==> src/rtl/gpb_pkg.sv <==
package gpb_pkg;

    localparam int unsigned PIN_N   = 32;
    localparam int unsigned ADDR_W  = 6;
    localparam int unsigned FN_W    = 2;
    localparam int unsigned FUNC_W  = PIN_N * FN_W;
    localparam int unsigned SYNC_N  = 2;

    // Register selection decoded from the byte address
    typedef enum logic [3:0] {
        SEL_DATA,
        SEL_DSET,
        SEL_DCLR,
        SEL_PDIS,
        SEL_DIR,
        SEL_DIRS,
        SEL_DIRC,
        SEL_SLP,
        SEL_ALTA,
        SEL_ALTB,
        SEL_NONE
    } reg_sel_e;

    // Pad function code, upper bit from alt-B, lower bit from alt-A
    typedef enum logic [FN_W-1:0] {
        FN_GPIO = 2'b00,
        FN_A    = 2'b01,
        FN_B    = 2'b10,
        FN_C    = 2'b11
    } pin_fn_e;

    typedef struct packed {
        logic [PIN_N-1:0] dout;
        logic [PIN_N-1:0] dir;
        logic [PIN_N-1:0] pull_dis;
        logic [PIN_N-1:0] sleep_keep;
        logic [PIN_N-1:0] alt_a;
        logic [PIN_N-1:0] alt_b;
    } port_state_t;

    function automatic reg_sel_e decode_addr(input logic [ADDR_W-1:0] a);
        reg_sel_e s;
        case (a)
            ADDR_W'('h00): s = SEL_DATA;
            ADDR_W'('h04): s = SEL_DSET;
            ADDR_W'('h08): s = SEL_DCLR;
            ADDR_W'('h0C): s = SEL_PDIS;
            ADDR_W'('h10): s = SEL_DIR;
            ADDR_W'('h14): s = SEL_DIRS;
            ADDR_W'('h18): s = SEL_DIRC;
            ADDR_W'('h1C): s = SEL_SLP;
            ADDR_W'('h20): s = SEL_ALTA;
            ADDR_W'('h24): s = SEL_ALTB;
            default:       s = SEL_NONE;
        endcase
        return s;
    endfunction

    function automatic pin_fn_e pin_fn(input logic a_bit, input logic b_bit);
        return pin_fn_e'({b_bit, a_bit});
    endfunction

endpackage

==> src/rtl/gpb_sync.sv <==
module gpb_sync #(
    parameter int unsigned W = 32
) (
    input  logic         clk,
    input  logic         rst,
    input  logic [W-1:0] d,
    output logic [W-1:0] q
);

    logic [W-1:0] s1;
    logic [W-1:0] s2;

    always_ff @(posedge clk) begin
        if (rst) begin
            s1 <= '0;
            s2 <= '0;
        end else begin
            s1 <= d;
            s2 <= s1;
        end
    end

    assign q = s2;


    sync_lag_chk: assert property (@(posedge clk) disable iff (rst)
        1'b1 |=> (q == $past(s1)));

endmodule

==> src/rtl/gpb_regfile.sv <==
module gpb_regfile
    import gpb_pkg::*;
(
    input  logic             clk,
    input  logic             rst,
    input  logic             wr_en,
    input  reg_sel_e         sel,
    input  logic [PIN_N-1:0] wr_data,
    output port_state_t      st
);

    port_state_t st_q;
    port_state_t st_d;

    always_comb begin
        st_d = st_q;
        if (wr_en) begin
            case (sel)
                SEL_DSET: st_d.dout       = st_q.dout | wr_data;
                SEL_DCLR: st_d.dout       = st_q.dout & ~wr_data;
                SEL_DIRS: st_d.dir        = st_q.dir | wr_data;
                SEL_DIRC: st_d.dir        = st_q.dir & ~wr_data;
                SEL_PDIS: st_d.pull_dis   = wr_data;
                SEL_SLP:  st_d.sleep_keep = wr_data;
                SEL_ALTA: st_d.alt_a      = wr_data;
                SEL_ALTB: st_d.alt_b      = wr_data;
                default:  st_d = st_q;
            endcase
        end
    end

    always_ff @(posedge clk) begin
        if (rst) begin
            st_q <= '0;
        end else begin
            st_q <= st_d;
        end
    end

    assign st = st_q;


    dset_hits_chk: assert property (@(posedge clk) disable iff (rst)
        (wr_en && sel == SEL_DSET) |=>
            ((st_q.dout & $past(wr_data)) == $past(wr_data)) &&
            ((st_q.dout & ~$past(wr_data)) == ($past(st_q.dout) & ~$past(wr_data))));


    dclr_hits_chk: assert property (@(posedge clk) disable iff (rst)
        (wr_en && sel == SEL_DCLR) |=>
            ((st_q.dout & $past(wr_data)) == '0) &&
            ((st_q.dout & ~$past(wr_data)) == ($past(st_q.dout) & ~$past(wr_data))));


    dir_set_chk: assert property (@(posedge clk) disable iff (rst)
        (wr_en && sel == SEL_DIRS) |=> ((st_q.dir & $past(wr_data)) == $past(wr_data)));


    dir_clr_chk: assert property (@(posedge clk) disable iff (rst)
        (wr_en && sel == SEL_DIRC) |=> ((st_q.dir & $past(wr_data)) == '0));


    unmapped_wr_chk: assert property (@(posedge clk) disable iff (rst)
        (wr_en && sel == SEL_NONE) |=> $stable(st_q));


    data_wr_ignored_chk: assert property (@(posedge clk) disable iff (rst)
        (wr_en && sel == SEL_DATA) |=> $stable(st_q));

endmodule

==> src/rtl/gpb_readmux.sv <==
module gpb_readmux
    import gpb_pkg::*;
(
    input  reg_sel_e         sel,
    input  port_state_t      st,
    input  logic [PIN_N-1:0] pin_lvl,
    output logic [PIN_N-1:0] rd_data
);

    always_comb begin
        case (sel)
            SEL_DATA: rd_data = pin_lvl;
            SEL_PDIS: rd_data = st.pull_dis;
            SEL_DIR:  rd_data = st.dir;
            SEL_SLP:  rd_data = st.sleep_keep;
            SEL_ALTA: rd_data = st.alt_a;
            SEL_ALTB: rd_data = st.alt_b;
            default:  rd_data = '0;
        endcase
    end


    always_comb begin
        if (sel == SEL_DSET || sel == SEL_DCLR || sel == SEL_DIRS ||
            sel == SEL_DIRC || sel == SEL_NONE) begin
            strobe_reads_zero_chk: assert (rd_data == '0);
        end
    end

endmodule

==> src/rtl/gpb_padmap.sv <==
module gpb_padmap
    import gpb_pkg::*;
(
    input  port_state_t       st,
    output logic [PIN_N-1:0]  pad_out,
    output logic [PIN_N-1:0]  pad_oe,
    output logic [PIN_N-1:0]  pad_pull_en,
    output logic [PIN_N-1:0]  pad_sleep_keep,
    output logic [FUNC_W-1:0] pad_func
);

    assign pad_out        = st.dout;
    assign pad_oe         = st.dir;
    assign pad_pull_en    = ~st.pull_dis;
    assign pad_sleep_keep = st.sleep_keep;

    for (genvar i = 0; i < PIN_N; i++) begin : g_pin
        pin_fn_e fn;
        assign fn = pin_fn(st.alt_a[i], st.alt_b[i]);
        assign pad_func[i*FN_W +: FN_W] = fn;


        always_comb begin
            fn_gpio_chk: assert ((fn == FN_GPIO) == (!st.alt_a[i] && !st.alt_b[i]));
        end
    end

endmodule

==> src/rtl/gpio_port_bank.sv <==
module gpio_port_bank
    import gpb_pkg::*;
(
    input  logic              clk,
    input  logic              rst,
    input  logic [ADDR_W-1:0] addr,
    input  logic              wr_en,
    input  logic [PIN_N-1:0]  wr_data,
    output logic [PIN_N-1:0]  rd_data,
    input  logic [PIN_N-1:0]  pin_in,
    output logic [PIN_N-1:0]  pad_out,
    output logic [PIN_N-1:0]  pad_oe,
    output logic [PIN_N-1:0]  pad_pull_en,
    output logic [PIN_N-1:0]  pad_sleep_keep,
    output logic [FUNC_W-1:0] pad_func
);

    reg_sel_e         sel;
    port_state_t      st;
    logic [PIN_N-1:0] pin_lvl;

    assign sel = decode_addr(addr);

    gpb_sync #(.W(PIN_N)) u_sync (
        .clk (clk),
        .rst (rst),
        .d   (pin_in),
        .q   (pin_lvl)
    );

    gpb_regfile u_regs (
        .clk     (clk),
        .rst     (rst),
        .wr_en   (wr_en),
        .sel     (sel),
        .wr_data (wr_data),
        .st      (st)
    );

    gpb_readmux u_rd (
        .sel     (sel),
        .st      (st),
        .pin_lvl (pin_lvl),
        .rd_data (rd_data)
    );

    gpb_padmap u_pad (
        .st             (st),
        .pad_out        (pad_out),
        .pad_oe         (pad_oe),
        .pad_pull_en    (pad_pull_en),
        .pad_sleep_keep (pad_sleep_keep),
        .pad_func       (pad_func)
    );


    reset_idle_chk: assert property (@(posedge clk)
        rst |=> (pad_oe == '0) && (pad_out == '0) && (pad_func == '0) && (pad_pull_en == '1));

endmodule

==> config.mk <==
export PLATFORM = sky130hd
export DESIGN_NAME = gpio_port_bank
export DESIGN_NICKNAME = d
export VERILOG_FILES = /design/src/rtl/gpb_pkg.sv /design/src/rtl/gpb_sync.sv /design/src/rtl/gpb_regfile.sv /design/src/rtl/gpb_readmux.sv /design/src/rtl/gpb_padmap.sv /design/src/rtl/gpio_port_bank.sv
export SDC_FILE = /design/constraint.sdc
export NUM_CORES = 1
export LEC_CHECK = 0
export BUFFER_PORTS_ARGS = -buffer_cell sky130_fd_sc_hd__buf_2
export CAP_MARGIN = 5
export CELL_PAD_IN_SITES_DETAIL_PLACEMENT = 2
export CELL_PAD_IN_SITES_GLOBAL_PLACEMENT = 2
export CORE_UTILIZATION = 30
export DETAILED_ROUTE_END_ITERATION = 12
export PLACE_DENSITY = 0.76
export RECOVER_POWER = 25
export SYNTH_ARGS = -nofsm -noshare
export SYNTH_HDL_FRONTEND = slang
export SYNTH_HIERARCHICAL = 1
export SYNTH_SLANG_ARGS = --single-unit
==> constraint.sdc <==
create_clock -name clk -period 2 [get_ports clk]
set_input_delay 0.3 -clock clk [delete_from_list [all_inputs] [get_ports clk]]
set_output_delay 0.3 -clock clk [all_outputs]
set_load 0.01 [all_outputs]
==> impl_metrics.tcl <==
set metrics [dict create \
    place_area_mm2 0.01388 \
    cp_data_arrival_time_ns 2.19 \
    grt_remaining_overflow 0 \
    place_inst 1854 \
    io_buffers 296 \
    fin_nets 1503 \
    core_mm2 0.04001 \
    ios 297 \
    final_cell_mix "256 x dfxtp_1, 240 x buf_2, 160 x nand2b_1" \
    initial_utilization_pct 30.69 \
    yosysWarnings 6 \
    final_common_cell "dfxtp_1" \
    synth_top_area_share_pct 41.74 \
    rows 73 \
    power_density_mw_per_mm2 749.4 \
    grt_max_degree 52 \
    peakVddDrop_uv 716.9 \
    start_kind "input port" \
    drc 0 \
    fin_tns_setup_ns -13.00 \
    async_reset_ff_share_pct 0 \
    routed_wl_um 51200 \
    ys_types 51 \
    worst_r2r_path_depth 2 \
    fmax_ghz 0.4021 \
    synth_edf_count 0 \
    critPathMostFrequentCell "buf_6" \
    syn_nets 1277 \
    fin_area_mm2 0.01572 \
    grt_pass1_vias 11030 \
    place_ws_ns -0.5092 \
    instances_no_fill 1978 \
    netSwitchingFraction_pct 24.27 \
    synth-main-ff-cell "dfxtp_1" \
    syn_to_final_growth_pct 28.01 \
    cts_inserted_buffers 29 \
    drive_above_1_share_pct 39.09 \
    syn_avg_cell_area_um2 10.20 \
    skew_ns 0.01155 \
    cp_data_required_time_ns 1.70 \
    whs_ns 0.02140 \
    grt_pass1_wl_um 73750 \
    synthTopCellsByArea "dfxtp_1 42%, mux2i_1 11%, buf_4 10%, nand2b_1 8.2%, a41oi_1 4.6%" \
    gp_congestion 0.8210 \
    final_util_pct 39.29 \
    htreeDepth 1 \
    yosysSeqAreaShare_pct 41.74 \
    syn_area_mm2 0.01228 \
    fillers 4237 \
    whs_path_depth 2 \
    p_leak_nw 6.492 \
    crit_fanout 6 \
    vias 10170 \
    fin_ws_ns -0.4872 \
    slowest_stage "or3_4" \
    worstSetupPathType "in2out" \
    clock-root-buffer "clkbuf_16" \
    min_period_over_period_pct 124.4 \
    hp-class "in2reg" \
    outcome "finished, violations left" \
    dr.first_iter.drc_count 425 \
    synthesis.instances 1204 \
    dieArea_mm2 0.04174 \
    antenna_found_initial 2 \
    max_slew.worst_pin.slew_ns 1.208 \
    slowest_delay_ns 0.43 \
    insertion_delay_ns 0.58 \
    violations "negative setup slack" \
    cts_buffer_depth 3 \
    rsz0062_at_grt "yes" \
    crit_path_start "addr[5]" \
    total_power_mw 11.78 \
    clkSinkCount 256 \
    die_x_um 204.3 \
    synth-seq-cells 256 \
    p_clk_share_pct 47.6 \
    yosys.area.top_type "dfxtp_1" \
    intPower_mw 8.920 \
    hold_viol_final 0 \
    dpl.hpwl_um 33930 \
    pwr-share-seq_pct 44.4 \
    endpoint "rd_data[11]" \
    path_cells "buf_8 -> or3_4 -> nor2_4 -> buf_6 -> nor3b_4 -> buf_6 -> buf_6 -> a22oi_2 -> o211ai_1 -> buf_2" \
    total_switching_power_mw 2.858 \
    slew_headroom_pct 19.43 \
    cp-end-kind "primary output" \
    clk_pin_slew_ns 0.06 \
    cap_violations 0 \
    avgViaCountPerCell 5.139 \
    power_frac_comb_pct 8.0 \
    ant_nets 0 \
    tritoncts "done" \
    die_h_um 204.3 \
    period_needed_ns 2.487 \
    setup_violations 45 \
    slew_viol_final 0 \
    first_pass_iters 5 \
    avgRoutedWirePerCell_um 25.89 \
    rrSetupSlack_ns 1.11 \
    n_antenna_cell 0 \
    grt_use_total_pct 23.74 \
]
==> synth_stat cells, drive strengths merged, types with 2 or more instances <==
cell type	n
dfxtp	256
buf	207
nand2b	161
mux2i	129
nor2b	68
a211oi	64
a41oi	64
a22oi	55
clkbuf	51
inv	35
mux2	24
nand2	13
o21ai	13
a222oi	12
o211ai	12
o221ai	7
nor2	3
nor3b	3
and3	2
and3b	2
nand3b	2
nor3	2
or2	2
==> layer usage <==
metal / part of all wire, % / global-route usage, % / up-vias
met5: 0.066 / 0 / -
met4: 2.7 / 7.409 / 4
met3: 4.9 / 4.066 / 76
met2: 50 / 41.85 / 286
met1: 42 / 29.17 / 5213
li1: - / - / 4586
==> worst min-delay path by stage <==
stage	slack (ns)	end	startpoint
finish	0.02	register	wr_data[2]
global route	0.02	register	wr_data[19]
CTS	0.002	register	wr_data[2]
detailed placement	0.43	u_sync/q[14]	u_sync/s1[14]
global placement	0.42	u_sync/q[15]	u_sync/s1[15]
floorplan	0.40	register	wr_data[8]
==> logic make-up (layout without fill, tap and decap cells) <==
| group | Yosys count | count (layout) | share of synthesized area, % |
|---|---|---|---|
| compound gates | 233 | 234 | 15.13 |
| mux | 153 | 153 | 12.72 |
| flops | 256 | 256 | 41.74 |
| buf+inv | 293 | 537 | 14.98 |
| simple gates | 268 | 272 | 15.30 |
| xor+xnor | 1 | 1 | 0.1325 |
==> critical path, delay by kind of cell <==
| family | cells | cell delay, ns |
|---|---|---|
| AOI/OAI and AO/OA | 2 | 0.29 |
| and+or+nand+nor | 3 | 0.88 |
| buffers and inverters | 5 | 0.69 |
==> cell type report <==
cell class                      instances  area [µm²]  area share (%)
Timing Repair Buffer                  448        3062           19.48
Clock inverter                         16       191.4           1.218
Tap cell                              525       656.9           4.179
Inverter                               35       131.4          0.8359
Sequential cell                       256        5125           32.61
Multi-Input combinational cell        660        5752           36.59
Clock buffer                           38       799.5           5.087
==> power groups by stage <==
stage / clock [mW] / combinational (mW) / sequential (mW)
finish: 5.61 / 0.946 / 5.23
global route: 5.95 / 0.998 / 5.23
CTS: 5.71 / 0.963 / 5.22
detailed placement: 0 / 0.835 / 5.34
global placement: 0 / 0.817 / 5.33
floorplan: 0 / 0.468 / 5.32
==> what timing repair did <==
action	CTS	global route
hold buffers	45	0
endpoints found under the hold margin	56	0
endpoints found under the setup margin	32	64
gates cloned	5	1
setup buffers	20	4
pin swaps	32	30
gates resized for setup	60	29
(Power assumes the default switching activity.)
